[src/rtl/lpc_pkg.sv]
package lpc_pkg;
    localparam int unsigned NUM_MODES  = 2;
    localparam int unsigned FIELD_W    = 2;
    localparam int unsigned MODE_WAIT  = 0;
    localparam int unsigned MODE_STOP  = 1;
    localparam int unsigned CTRL_OFS   = 0;
    localparam int unsigned STAT_OFS   = 1;
    localparam int unsigned STAT_LSB   = 2;
    localparam int unsigned STAT_W     = 4;
    localparam int unsigned STAT_TOP   = STAT_LSB + STAT_W;

    localparam logic [FIELD_W-1:0] DIS_ALLOW = 2'b00;
    localparam logic [FIELD_W-1:0] DIS_SOFT  = 2'b01;

    typedef struct packed {
        logic swr;
        logic copr;
        logic extr;
        logic porr;
    } rst_flags_t;

    typedef struct packed {
        logic [FIELD_W-1:0] code;
    } gate_state_t;
endpackage

[src/rtl/lpc_mode_gate.sv]
module lpc_mode_gate
    import lpc_pkg::*;
(
    input  logic               clk,
    input  logic               por_n,
    input  logic               rst_any,
    input  logic               wr_sel,
    input  logic [FIELD_W-1:0] wr_code,
    input  logic               req,
    output logic [FIELD_W-1:0] code,
    output logic               enter
);
    gate_state_t st_d, st_q;
    logic        locked;

    assign locked = st_q.code[FIELD_W-1];

    always_comb begin
        st_d = st_q;
        if (rst_any) begin
            st_d.code = DIS_ALLOW;
        end else if (wr_sel && !locked) begin
            st_d.code = wr_code;
        end
    end

    always_ff @(posedge clk or negedge por_n) begin
        if (!por_n) begin
            st_q <= '{code: DIS_ALLOW};
        end else begin
            st_q <= st_d;
        end
    end

    assign code  = st_q.code;
    assign enter = req && (st_q.code == DIS_ALLOW);
endmodule

[src/rtl/lpc_rst_flags.sv]
module lpc_rst_flags
    import lpc_pkg::*;
(
    input  logic              clk,
    input  logic              por_n,
    input  logic              sw_pulse,
    input  logic              cop_pulse,
    input  logic              ext_pulse,
    input  logic              wr_sel,
    input  logic [STAT_W-1:0] wr_bits,
    output rst_flags_t        flags
);
    rst_flags_t fl_d, fl_q;
    rst_flags_t wr_view;
    logic       hw_pulse;

    assign wr_view  = rst_flags_t'(wr_bits);
    assign hw_pulse = cop_pulse || ext_pulse;

    always_comb begin
        fl_d = fl_q;
        if (sw_pulse || hw_pulse) begin
            if (cop_pulse) fl_d.copr = 1'b1;
            if (ext_pulse) fl_d.extr = 1'b1;
            if (sw_pulse) begin
                fl_d.swr = 1'b1;
            end else begin
                fl_d.swr = 1'b0;
            end
        end else if (wr_sel) begin
            fl_d.swr  = ~wr_view.swr;
            fl_d.copr = ~wr_view.copr;
            fl_d.extr = ~wr_view.extr;
            if (wr_view.porr) fl_d.porr = 1'b0;
        end
    end

    always_ff @(posedge clk or negedge por_n) begin
        if (!por_n) begin
            fl_q <= '{swr: 1'b0, copr: 1'b0, extr: 1'b0, porr: 1'b1};
        end else begin
            fl_q <= fl_d;
        end
    end

    assign flags = fl_q;
endmodule

[src/rtl/lpc_sysctl.sv]
module lpc_sysctl
    import lpc_pkg::*;
#(
    parameter int unsigned ADDR_W = 4,
    parameter int unsigned DATA_W = 16
) (
    input  logic              clk,
    input  logic              por_n,
    input  logic [ADDR_W-1:0] bus_addr,
    input  logic              bus_wr,
    input  logic [DATA_W-1:0] bus_wdata,
    output logic [DATA_W-1:0] bus_rdata,
    input  logic              sw_rst_pulse,
    input  logic              cop_rst_pulse,
    input  logic              ext_rst_pulse,
    input  logic              stop_req,
    input  logic              wait_req,
    output logic              stop_enter,
    output logic              wait_enter
);
    localparam int unsigned CTRL_W = NUM_MODES * FIELD_W;

    logic                  rst_any;
    logic                  sel_ctrl, sel_stat;
    logic                  wr_ctrl, wr_stat;
    logic [NUM_MODES-1:0]  req_vec, enter_vec;
    logic [CTRL_W-1:0]     ctrl_fields;
    rst_flags_t            flags;
    logic [STAT_W-1:0]     flag_vec;

    assign rst_any  = sw_rst_pulse || cop_rst_pulse || ext_rst_pulse;
    assign sel_ctrl = (bus_addr == ADDR_W'(CTRL_OFS));
    assign sel_stat = (bus_addr == ADDR_W'(STAT_OFS));
    assign wr_ctrl  = bus_wr && sel_ctrl && !rst_any;
    assign wr_stat  = bus_wr && sel_stat && !rst_any;

    assign req_vec[MODE_WAIT] = wait_req;
    assign req_vec[MODE_STOP] = stop_req;
    assign wait_enter = enter_vec[MODE_WAIT];
    assign stop_enter = enter_vec[MODE_STOP];

    for (genvar m = 0; m < NUM_MODES; m++) begin : g_mode
        lpc_mode_gate u_gate (
            .clk     (clk),
            .por_n   (por_n),
            .rst_any (rst_any),
            .wr_sel  (wr_ctrl),
            .wr_code (bus_wdata[m*FIELD_W +: FIELD_W]),
            .req     (req_vec[m]),
            .code    (ctrl_fields[m*FIELD_W +: FIELD_W]),
            .enter   (enter_vec[m])
        );
    end

    lpc_rst_flags u_flags (
        .clk       (clk),
        .por_n     (por_n),
        .sw_pulse  (sw_rst_pulse),
        .cop_pulse (cop_rst_pulse),
        .ext_pulse (ext_rst_pulse),
        .wr_sel    (wr_stat),
        .wr_bits   (bus_wdata[STAT_LSB +: STAT_W]),
        .flags     (flags)
    );

    assign flag_vec = flags;

    always_comb begin
        bus_rdata = '0;
        if (sel_ctrl) begin
            bus_rdata[CTRL_W-1:0] = ctrl_fields;
        end else if (sel_stat) begin
            bus_rdata[STAT_LSB +: STAT_W] = flag_vec;
        end
    end
endmodule

[config.mk]
export PLATFORM = sky130hd
export DESIGN_NAME = lpc_sysctl
export DESIGN_NICKNAME = d
export VERILOG_FILES = /design/src/rtl/lpc_pkg.sv /design/src/rtl/lpc_mode_gate.sv /design/src/rtl/lpc_rst_flags.sv /design/src/rtl/lpc_sysctl.sv
export SDC_FILE = /design/constraint.sdc
export NUM_CORES = 1
export LEC_CHECK = 0
export ABC_AREA = 1
export BUFFER_PORTS_ARGS = -buffer_cell sky130_fd_sc_hd__buf_2
export CAP_MARGIN = 5
export CORE_UTILIZATION = 40
export CTS_BUF_LIST = sky130_fd_sc_hd__clkbuf_4
export CTS_CLUSTER_DIAMETER = 30
export DETAILED_ROUTE_END_ITERATION = 12
export GPL_ROUTABILITY_DRIVEN = 1
export HOLD_SLACK_MARGIN = 0.08
export PLACE_DENSITY = 0.82
export SYNTH_ARGS = -nofsm -noshare
export SYNTH_HDL_FRONTEND = slang
export SYNTH_SLANG_ARGS = --single-unit
[constraint.sdc]
create_clock -name clk -period 0.8 [get_ports clk]
set_input_delay 0.12 -clock clk [delete_from_list [all_inputs] [get_ports clk]]
set_output_delay 0.12 -clock clk [all_outputs]
set_load 0.05 [all_outputs]
### After elaboration in Yosys (flattened, before gate mapping)

Index checks and enable logic that the tools add are counted.
W data, S select, Z words.

* reduce and logical (&&, ||, !) cells: 24
* multiplexer cells: 14
* bitwise gates (word level): 4
* equal/unequal tests: 3

Operators with widths (number)
* $mux W2: 7
* $logic_and A1 B1 Y1: 8
* $mux W4: 2
* $reduce_bool A2 Y1: 3
* $eq A4 B1 Y1 const B: 1
* $logic_not A2 Y1: 2
* $logic_not A4 Y1: 1
* $logic_or A1 B1 Y1: 4
* $mux W1: 4
* $ne A2 B2 Y1 const B: 2
* $not A1 Y1: 4
* $reduce_and A2 Y1: 2
* $logic_not A1 Y1: 3
* $mux W3: 1
* $reduce_and A3 Y1: 1

* output and inout port bits: 18
* register bits after elaboration: 8
* input bits: 28
* logic and storage cells: 51

### Logic depth before layout (Yosys ltp)

Gate-level depths: netlist (run 1).

* depth in word-level cells: 7
* depth in mapped cells: 6
* mapped depth without buffers: 6

### Cells and area by module

A second synthesis (run 1) with hierarchy kept.

* cells, all modules: 90
* area, all modules: 608.1 µm²

By module, submodules not included
* lpc_rst_flags: instances 1, area each 222.7 µm², seq. area each 101.3 µm², cells an instance 29
* lpc_sysctl: instances 1, area each 200.2 µm², seq. area each 0.0 µm², cells an instance 37
* lpc_mode_gate: instances 2, area each 92.6 µm², seq. area each 50.0 µm², cells an instance 12

### Least setup slack after synthesis (run 1)

Ideal clock, no wire load.

* path type: reg2out
* start point: reg u_flags.fl_q (netlist bit u_flags.flags[0])
* end point: out bus_rdata[2]
* arrival: 1311 ps
* slack: -631 ps
* cell stages (with the launch flop): 3
* required time: 680 ps
* path buffers: 0
* cells stage by stage: dfstp_2 > inv_1 > o22ai_1

* word-level cells in the longest chain between the ends: 2

RTL lines
* start, declared: line lpc_rst_flags.sv:13 `rst_flags_t fl_d, fl_q;`
* start signal, assigned: line lpc_rst_flags.sv:40 `fl_q <= '{swr: 1'b0, copr: 1'b0, extr: 1'b0, porr: 1'b1};`
* start signal, assigned: line lpc_rst_flags.sv:42 `fl_q <= fl_d;`
* $mux W4: line lpc_sysctl.sv:72 `end else if (sel_stat) begin`
* $mux W2: line lpc_sysctl.sv:70 `if (sel_ctrl) begin`
* end, declared: line lpc_sysctl.sv:12 `output logic [DATA_W-1:0] bus_rdata,`

Every way passes these cells.

### Worst setup path after layout (run 1)

Ends and elaborated chain as after synthesis.

==> results of run 1 <==
-- registers in the layout, indices dropped and copies added (netlist names) --
signal,count
g_mode.u_gate.code,4
u_flags.flags,4
-- area by class of cell --
type,count,share of cell area
multi-input cells,53,0.359
clock buffers,4,0.0272
well taps,15,0.0170
inverters,16,0.0545
flip-flops and latches,8,0.183
repair buffers,47,0.360
-- synthesized netlist by cell type --
cell	number
dfrtp_1	7
dfstp_2	1
nand4_1	2
nand2_1	10
inv_1	16
a21oi_1	1
o22ai_1	2
o21ai_1	1
o21ai_0	4
nand4_4	1
nand2_2	1
nand3b_4	1
o21bai_1	1
nor2_1	8
conb_1	1
buf_4	10
nor2_2	1
nor2_4	3
nand3_1	7
-- cells in the final DEF, fill, tap and decap left out --
cell / netlist / routed
o21ai_1: 1 / 2
clkbuf_4: 0 / 4
nand4_1: 2 / 2
nor2_4: 3 / 9
dfrtp_1: 7 / 7
buf_8: 0 / 5
nand2_2: 1 / 4
a21oi_2: 0 / 1
buf_2: 0 / 16
o21ai_0: 4 / 2
inv_1: 16 / 10
o21bai_1: 1 / 1
dfstp_2: 1 / 1
nand2_4: 0 / 1
o21ai_2: 0 / 1
nand4_4: 1 / 1
dlygate4sd3_1: 0 / 2
buf_6: 0 / 11
nand2_1: 10 / 6
conb_1: 1 / 10
nand3b_4: 1 / 1
nand3_2: 0 / 2
inv_2: 0 / 6
o22ai_4: 0 / 2
nand3_1: 7 / 5
nor2_1: 8 / 2
nor2_2: 1 / 1
buf_4: 10 / 13
-- through the flow --
stage | cell area [um2] | hold slack (ps)
2_1_floorplan | 709 | -176
3_3_place_gp | 846 | -26.1
3_5_place_dp | 846 | -24.0
4_1_cts | 1030 | 114
5_1_grt | 1100 | 109
6_report | 1100 | 112
-- how the worst min path moves through the flow --
stage / endpoint / from / cells past startpoint / slack (ps)
2_1_floorplan: g_mode[0].u_gate.code[0]$_DFFE_PN0P_ / por_n / 0 / -180
3_3_place_gp: g_mode[0].u_gate.code[1]$_DFFE_PN0P_ / por_n / 1 / -30
3_5_place_dp: g_mode[0].u_gate.code[1]$_DFFE_PN0P_ / por_n / 1 / -20
4_1_cts: g_mode[0].u_gate.code[0]$_DFFE_PN0P_ / bus_wdata[0] / 3 / 110
5_1_grt: g_mode[0].u_gate.code[0]$_DFFE_PN0P_ / bus_wdata[0] / 3 / 110
6_report: g_mode[0].u_gate.code[0]$_DFFE_PN0P_ / bus_wdata[0] / 3 / 110
-- routing by layer --
layer / routed length (um) / GRT usage / part of all wire
met3: 100 / 0.0500 / 0.048
met4: 57 / 0.100 / 0.028
met2: 1070 / 0.468 / 0.52
met1: 842 / 0.268 / 0.41
met5: 0 / 0 / 0
-- worst register-to-register path, delay by kind of cell (launching register included) --
family	cells	cell delay, ps
simple gates	3	150
flops	1	420
buf+inv	3	300
-- kinds of logic after synthesis --
| kind of cell | synth area share |
|---|---|
| DFF | 0.340 |
| other | 0.00632 |
| AOI/OAI and AO/OA | 0.0844 |
| and+or+nand+nor | 0.342 |
| buffers and inverters | 0.228 |
-- repair_timing --
action,CTS,global route
buffers inserted,7,8
endpoints found under the hold margin,9,0
setup endpoints to repair,13,16
hold buffers,2,0
gates resized for setup,27,14
gates cloned,0,0
pin swaps,11,9
-- power groups by stage --
stage	Combinational (W)	Clock [W]	Sequential [W]
floorplan	0.000261	0	0.000426
global placement	0.000309	0	0.000426
detailed placement	0.000314	0	0.000426
CTS	0.000352	0.000388	0.000419
global route	0.000400	0.000418	0.000421
finish	0.000378	0.000401	0.000420
==> run_results.csv, run 1 <==
group,metric,value,unit
critical_path,r2r_slack,-180,ps
floorplanning,die_h,40.5,um
floorplanning,ios,46,
critical_path,path_max_fanout,2,
power,switching_power,0.000435,W
critical_path,path_buf_inv,2,
drt,avgViaCountPerCell,5.01,
cells_and_area,final_layout_size_suffix_gt1_frac,0.617,
drt,drt-total-wl,2070,um
synthesis,synth_top_area_share,0.295,
placement,place_congestion,0.746,
floorplanning,num_rows,13,
cells_and_area,antenna_cells,0,
cells_and_area,n_fill_cell,69,
power,p_leak,0.568,nW
global_route,grt_pass1_vias,563,
power,power.density,1090,nW/um2
timing,slew_violations,0,
timing,setup_ws,-431,ps
drt,avgRoutedWirePerCell,14.5,um
cells_and_area,seq_area,201,um2
critical_path,r2r_start,"g_mode[0].u_gate.code[1]$_DFFE_PN0P_",
critical_path,cp_top_family,"flip-flops",
critical_path,startpoint_type,"flip-flop",
drt,drt_iter0_drc,35,
clocking,clk_path_buf_depth,2,
synthesis,yosysSeqAreaShare,0.340,
clocking,insertion_delay,260,ps
critical_path,cp_cell_sequence,"inv_2, o22ai_4, buf_6",
critical_path,cp-endpoint,"bus_rdata[2]",
placement,portBuffers,25,
timing,fin_crit_sh,1.54,
timing,finalSetupTns,-3850,ps
cells_and_area,stdcell_count,143,
cells_and_area,postLayoutCoreUtil,0.826,
critical_path,worstPathRequired,680,ps
clocking,clock-sinks,8,
synthesis,yosysTopAreaCell,"dfrtp_1",
global_route,antenna_found_initial,0,
floorplanning,die_area,1640,um2
min_path,min_path_type,"input pin to flip-flop",
floorplanning,coreArea,1330,um2
run_status,status,"finished, violations left",
critical_path,crit_cells,3,
timing,finalHoldViolCount,0,
placement,hpwl,1050,um
cells_and_area,area_growth,85.9,%
synthesis,yosysUniqueCellTypes,19,
critical_path,r2r_end,"g_mode[0].u_gate.code[0]$_DFFE_PN0P_",
drt,dr.pass1.iters,4,
global_route,grt_usage,0.251,
power,ir_drop,0.773,mV
critical_path,cp-end-kind,"output port",
power,p_seq_frac,0.350,
critical_path,cpMaxStageDelayCell,"dfstp_2",
timing,setup_viol,16,
critical_path,setup.worst_path.start,"u_flags.flags[0]$_DFFE_PN1P_",
cells_and_area,multi_input_area,395,um2
synthesis,synth.area.top_cells,"dfrtp_1 (30%), buf_4 (13%), inv_1 (10%), nand2_1 (6.3%), nand3_1 (5.9%)",
synthesis,syn_inst,78,
placement,dp_slack,-357,ps
power,combPwrFrac,0.315,
floorplanning,start_util,0.445,
drt,drc,0,
synthesis,synth_area,593,um2
power,p_total,0.00120,W
clocking,cts_tree,"built",
critical_path,r2r_cells,6,
global_route,grt_overflow,0,
power,swShare,0.363,
critical_path,cp.arrival,1110,ps
drt,antenna_left,0,
run,maxCapViolCount,0,
placement,place_inst,126,
critical_path,path_class,"flip-flop to output port",
power,p_int,0.000764,W
clocking,cts_root_buffer,"clkbuf_4",
clocking,clk_pin_slew,60,ps
critical_path,slowest_delay,530,ps
clocking,numCtsBuffers,3,
global_route,grt_max_degree,9,
floorplanning,die_w,40.5,um
drt,vias,716,
power,clock_power_share,0.334,
clocking,cts_max_level,1,
synthesis,synth_warnings,0,
cells_and_area,final_nets,157,
timing,max_clock_freq,813,MHz
synthesis,ys_seq_elements,8,
timing,rsz0062_at_grt,"yes",
timing,period_needed,1230,ps
synthesis,syn_avg_cell_area,7.60,um2
run_status,violations,"negative setup slack",
global_route,grt_pass1_wl,2510,um
timing,skew,0.373,ps
(Power assumes the default switching activity.)
==> inputs of run 2 (changes only) <==
Settings changed: PLACE_DENSITY 0.82 to 0.81.
==> run 2 against run 1 <==
The flow still finishes with violations (negative setup slack); die area did not move; critical path type unchanged; non-clock buffer count fell by 5; combinational power fell by 3%; critical endpoint is now stop_enter; final cell count fell by 3.5%; sequential share of layout area rose by 0.96 points.
==> run_results.csv, run 2 (synthesized netlist as in run 1, its figures left out) <==
group,metric,value,unit
floorplanning,start_util,0.445,
cells_and_area,seq_area,201,um2
cells_and_area,multi_input_area,389,um2
run_status,status,"finished, violations left",
power,p_total,0.00119,W
floorplanning,die_h,40.5,um
critical_path,slowest_delay,400,ps
clocking,cts_root_buffer,"clkbuf_4",
drt,dr.pass1.iters,4,
timing,period_needed,1220,ps
cells_and_area,fin_area,1050,um2
cells_and_area,final_cell_mix,"buf_2 (16), inv_1 (10), conb_1 (10), buf_6 (10), buf_4 (10)",
run,maxCapViolCount,0,
timing,fin_crit_sh,1.53,
floorplanning,coreArea,1330,um2
cells_and_area,n_fill_cell,76,
global_route,grt_pass1_wl,2530,um
placement,place_inst,128,
placement,portBuffers,25,
drt,drt-total-wl,1680,um
run_status,violations,"negative setup slack",
clocking,clk_path_buf_depth,2,
cells_and_area,antenna_cells,0,
critical_path,path_class,"flip-flop to output port",
placement,place_congestion,0.843,
timing,slew_violations,0,
timing,setup_ws,-423,ps
cells_and_area,final_nets,152,
power,p_leak,0.540,nW
timing,finalHoldViolCount,0,
clocking,cts_tree,"built",
critical_path,cpMaxStageDelayCell,"dfrtp_1",
drt,drc,0,
timing,setup_viol,16,
timing,rsz0062_at_grt,"yes",
floorplanning,die_area,1640,um2
clocking,clock-sinks,8,
placement,dp_slack,-374,ps
drt,drt_iter0_drc,14,
floorplanning,ios,46,
timing,skew,0.135,ps
global_route,antenna_found_initial,0,
cells_and_area,area_growth,76.6,%
power,ir_drop,0.778,mV
critical_path,cp.arrival,1100,ps
critical_path,worstPathRequired,680,ps
global_route,grt_pass1_vias,603,
drt,avgRoutedWirePerCell,12.1,um
critical_path,path_max_fanout,3,
floorplanning,die_w,40.5,um
critical_path,path_buf_inv,2,
floorplanning,num_rows,13,
power,power.density,1140,nW/um2
timing,max_clock_freq,818,MHz
critical_path,r2r_slack,-110,ps
critical_path,startpoint_type,"flip-flop",
clocking,cts_max_level,1,
critical_path,cp_cell_sequence,"inv_2, nand2_2, nor2_4, buf_8",
cells_and_area,final_common_cell,"buf_2",
clocking,clk_pin_slew,60,ps
global_route,grt_usage,0.249,
drt,vias,673,
clocking,numCtsBuffers,3,
critical_path,cp-end-kind,"output port",
drt,avgViaCountPerCell,4.88,
global_route,grt_overflow,0,
min_path,min_path_type,"input pin to flip-flop",
global_route,grt_max_degree,9,
cells_and_area,final_layout_size_suffix_gt1_frac,0.593,
clocking,insertion_delay,260,ps
placement,placed_cell_area,861,um2
cells_and_area,stdcell_count,138,
drt,antenna_left,0,
critical_path,cp_top_family,"flip-flops",
placement,hpwl,1110,um
==> run 2: cell types whose count changed in the layout (fill, tap and decap cells not counted), sizes merged <==
cell  change
buf       -5
==> run 2: layout make-up <==
cell class	instances	share of cell area
multi-input cells	53	0.372
well taps	15	0.0179
inverters	16	0.0573
clock buffers	4	0.0287
repair buffers	42	0.332
flip-flops and latches	8	0.192
==> run 2: worst paths after layout <==
check                                                          start                                   end  cells after the start
worst min-delay path                                    bus_wdata[0]  g_mode[0].u_gate.code[0]$_DFFE_PN0P_                      3
worst max register to register  g_mode[0].u_gate.code[1]$_DFFE_PN0P_  g_mode[0].u_gate.code[0]$_DFFE_PN0P_                      5
worst max-delay path            g_mode[1].u_gate.code[1]$_DFFE_PN0P_                            stop_enter                      4
worst min register to register          u_flags.flags[0]$_DFFE_PN1P_          u_flags.flags[0]$_DFFE_PN1P_                      3
max in group asynchronous                                      por_n          u_flags.flags[0]$_DFFE_PN1P_                      2
min in group asynchronous                                      por_n          u_flags.flags[3]$_DFFE_PN0P_                      2
==> run 2: what timing repair did <==
item | CTS | global route
resized for setup | 26 | 9
endpoints found under the setup margin | 14 | 16
hold endpoints to repair | 9 | 0
hold buffers | 2 | 0
pin swaps | 9 | 5
setup buffers | 4 | 5
==> run 2: per-stage QoR <==
stage	hold WS, ps	TNS [ps]	utilization
floorplan	-176	-847	-
global placement	-27.3	-3260	0.645
detailed placement	-23.1	-3680	0.645
CTS	96.5	-3020	0.750
global route	115	-4310	0.785
finish	92.8	-3560	0.785
==> run 2: tightest hold or removal path: cells and delay by family <==
family,cells,cell delay (ps)
and+or+nand+nor,2,130
buffers and inverters,1,70
==> run 2: layer usage <==
metal | GRT usage | share of wire | vias up
met5 | 0 | 0 | -
met2 | 0.437 | 0.55 | 30
li1 | - | - | 314
met4 | 0.125 | 0.024 | 0
met3 | 0.0500 | 0.041 | 7
met1 | 0.281 | 0.38 | 322
==> run 2: report_power, final <==
group | total [W] | leakage, nW | internal (W) | switching (W)
Clock | 0.000406 | 0.0184 | 0.000227 | 0.000179
Combinational | 0.000366 | 0.427 | 0.000119 | 0.000247
Sequential | 0.000419 | 0.0954 | 0.000415 | 0.00000385
==> inputs of run 3 (changes only) <==
Settings changed: BUFFER_PORTS_ARGS -buffer_cell sky130_fd_sc_hd__buf_2 to default, CORE_AREA from default to 2 2 39 41, CORE_UTILIZATION 40 to default, DIE_AREA from default to 0 0 41 43, DONT_BUFFER_PORTS from default to 1, PLACE_DENSITY 0.81 to default.
==> run 3 against run 2 <==
The flow still finishes with violations (negative setup slack); clock-buffer cell count unchanged; die area grew 7.5%; design area is 1.6% higher; maximum frequency hardly changed; non-clock buffer count shrank 13; final cell count down 8.7%; critical path depth down 1; critical path type unchanged; highest routed layer unchanged.
==> run_results.csv, run 3 (synthesized netlist as in run 1, its figures left out) <==
group,metric,value,unit
run_status,status,"finished, violations left",
run_status,violations,"negative setup slack",
drt,drt_iter0_drc,9,
critical_path,path_buf_inv,2,
cells_and_area,stdcell_count,126,
min_path,worstHoldStart,"bus_wr",
clocking,clk_path_buf_depth,2,
min_path,min_path_type,"input pin to flip-flop",
critical_path,cp_cell_sequence,"inv_2, o22ai_4, buf_12",
placement,place_inst,107,
drt,avgViaCountPerCell,4.82,
placement,placed_cell_area,860,um2
clocking,numCtsBuffers,3,
critical_path,path_max_fanout,2,
cells_and_area,area_growth,79.3,%
cells_and_area,final_cell_mix,"inv_1 (10), conb_1 (10), dlygate4sd3_1 (10)",
min_path,hold_depth,4,
placement,hpwl,1050,um
floorplanning,num_rows,14,
global_route,antenna_found_initial,0,
run,maxCapViolCount,0,
drt,dr.pass1.iters,4,
timing,setup_ws,-423,ps
timing,slew_violations,0,
drt,antenna_left,0,
clocking,clk_pin_slew,60,ps
timing,finalHoldViolCount,0,
clocking,cts_max_level,1,
drt,vias,607,
cells_and_area,fin_area,1060,um2
floorplanning,coreArea,1380,um2
cells_and_area,antenna_cells,0,
critical_path,r2r_slack,-220,ps
global_route,grt_pass1_wl,2390,um
clocking,insertion_delay,270,ps
timing,max_clock_freq,818,MHz
power,power.density,1080,nW/um2
global_route,grt_usage,0.207,
floorplanning,die_w,41,um
timing,period_needed,1220,ps
cells_and_area,final_layout_size_suffix_gt1_frac,0.464,
placement,place_congestion,0.751,
critical_path,cp_top_family,"flip-flops",
critical_path,r2r_cells,6,
cells_and_area,postLayoutCoreUtil,0.769,
floorplanning,die_h,43,um
clocking,cts_root_buffer,"clkbuf_4",
critical_path,startpoint_type,"flip-flop",
global_route,grt_overflow,0,
critical_path,worstPathRequired,680,ps
floorplanning,die_area,1760,um2
power,p_total,0.00115,W
critical_path,cp-end-kind,"output port",
critical_path,r2r_end,"g_mode[1].u_gate.code[0]$_DFFE_PN0P_",
timing,skew,0.158,ps
critical_path,cp.arrival,1100,ps
critical_path,slowest_delay,530,ps
cells_and_area,final_nets,139,
global_route,grt_max_degree,9,
power,ir_drop,0.984,mV
clocking,clock-sinks,8,
min_path,holdPathEnd,"g_mode[1].u_gate.code[1]$_DFFE_PN0P_",
placement,portBuffers,0,
timing,fin_crit_sh,1.53,
power,p_leak,0.502,nW
drt,drc,0,
critical_path,r2r_start,"g_mode[1].u_gate.code[1]$_DFFE_PN0P_",
timing,rsz0062_at_grt,"yes",
global_route,grt_pass1_vias,588,
timing,finalSetupTns,-3290,ps
timing,setup_viol,13,
critical_path,path_class,"flip-flop to output port",
cells_and_area,n_fill_cell,101,
critical_path,cpMaxStageDelayCell,"dfstp_2",
drt,drt-total-wl,1680,um
clocking,cts_tree,"built",
drt,avgRoutedWirePerCell,13.3,um
floorplanning,start_util,0.429,
floorplanning,ios,46,
[run 3: changes by cell type in the layout (fill, tap and decap cells not counted), moves of 4 or more]
cell / previous run / this run
buf_2: 16 / 0
buf_12: 0 / 8
dlygate4sd3_1: 2 / 10
buf_4: 10 / 5
buf_6: 10 / 6
buf_8: 4 / 0
[run 3: per-layer routing]
layer / global-route usage / vias up / part of all wire
met5: 0 / - / 0
met4: 0.120 / 0 / 0.025
met3: 0.0157 / 5 / 0.040
met2: 0.347 / 20 / 0.56
met1: 0.239 / 291 / 0.38
li1: - / 291 / -
[run 3: cell type report]
class	instances	area, um2	area share
clock buffer	4	30.0	0.0282
timing repair buffer	29	365	0.344
inverter	16	60.1	0.0565
multi-input combinational	53	387	0.364
sequential	8	201	0.189
tap	16	20.0	0.0188
[run 3: repair_timing]
| item | in CTS | in global routing |
|---|---|---|
| setup endpoints to repair | 12 | 14 |
| buffers inserted | 5 | 3 |
| hold endpoints to repair | 16 | 0 |
| resized for setup | 9 | 5 |
| pin swaps | 9 | 1 |
| hold buffers | 10 | 0 |
[run 3: how the worst max path moves through the flow]
stage	depth (start not counted)	to	from
6_report	3	bus_rdata[2]	u_flags.flags[0]$_DFFE_PN1P_
2_1_floorplan	2	bus_rdata[2]	u_flags.flags[0]$_DFFE_PN1P_
4_1_cts	3	bus_rdata[2]	u_flags.flags[0]$_DFFE_PN1P_
3_3_place_gp	4	bus_rdata[2]	bus_addr[3]
3_5_place_dp	4	bus_rdata[2]	bus_addr[3]
5_1_grt	3	bus_rdata[2]	u_flags.flags[0]$_DFFE_PN1P_
[run 3: worst register-to-register path: stages, from the launching register on]
cell     delay (ps)
dfrtp_1         390
inv_2           110
buf_6           110
buf_6            80
buf_6            90
nand4_1          90
o21ai_1          90
[run 3: stage by stage]
stage / worst slack (ps) / hold slack, ps
2_1_floorplan: -156 / -176
3_5_place_dp: -149 / -175
4_1_cts: -425 / 154
3_3_place_gp: -143 / -175
6_report: -423 / 152
5_1_grt: -435 / 175
[run 3: report_power, final]
| part | internal, W | switching [W] | leakage (nW) |
|---|---|---|---|
| Combinational | 0.000112 | 0.000229 | 0.388 |
| Sequential | 0.000416 | 0.00000422 | 0.0954 |
| Clock | 0.000227 | 0.000165 | 0.0184 |
| Total | 0.000754 | 0.000399 | 0.502 |
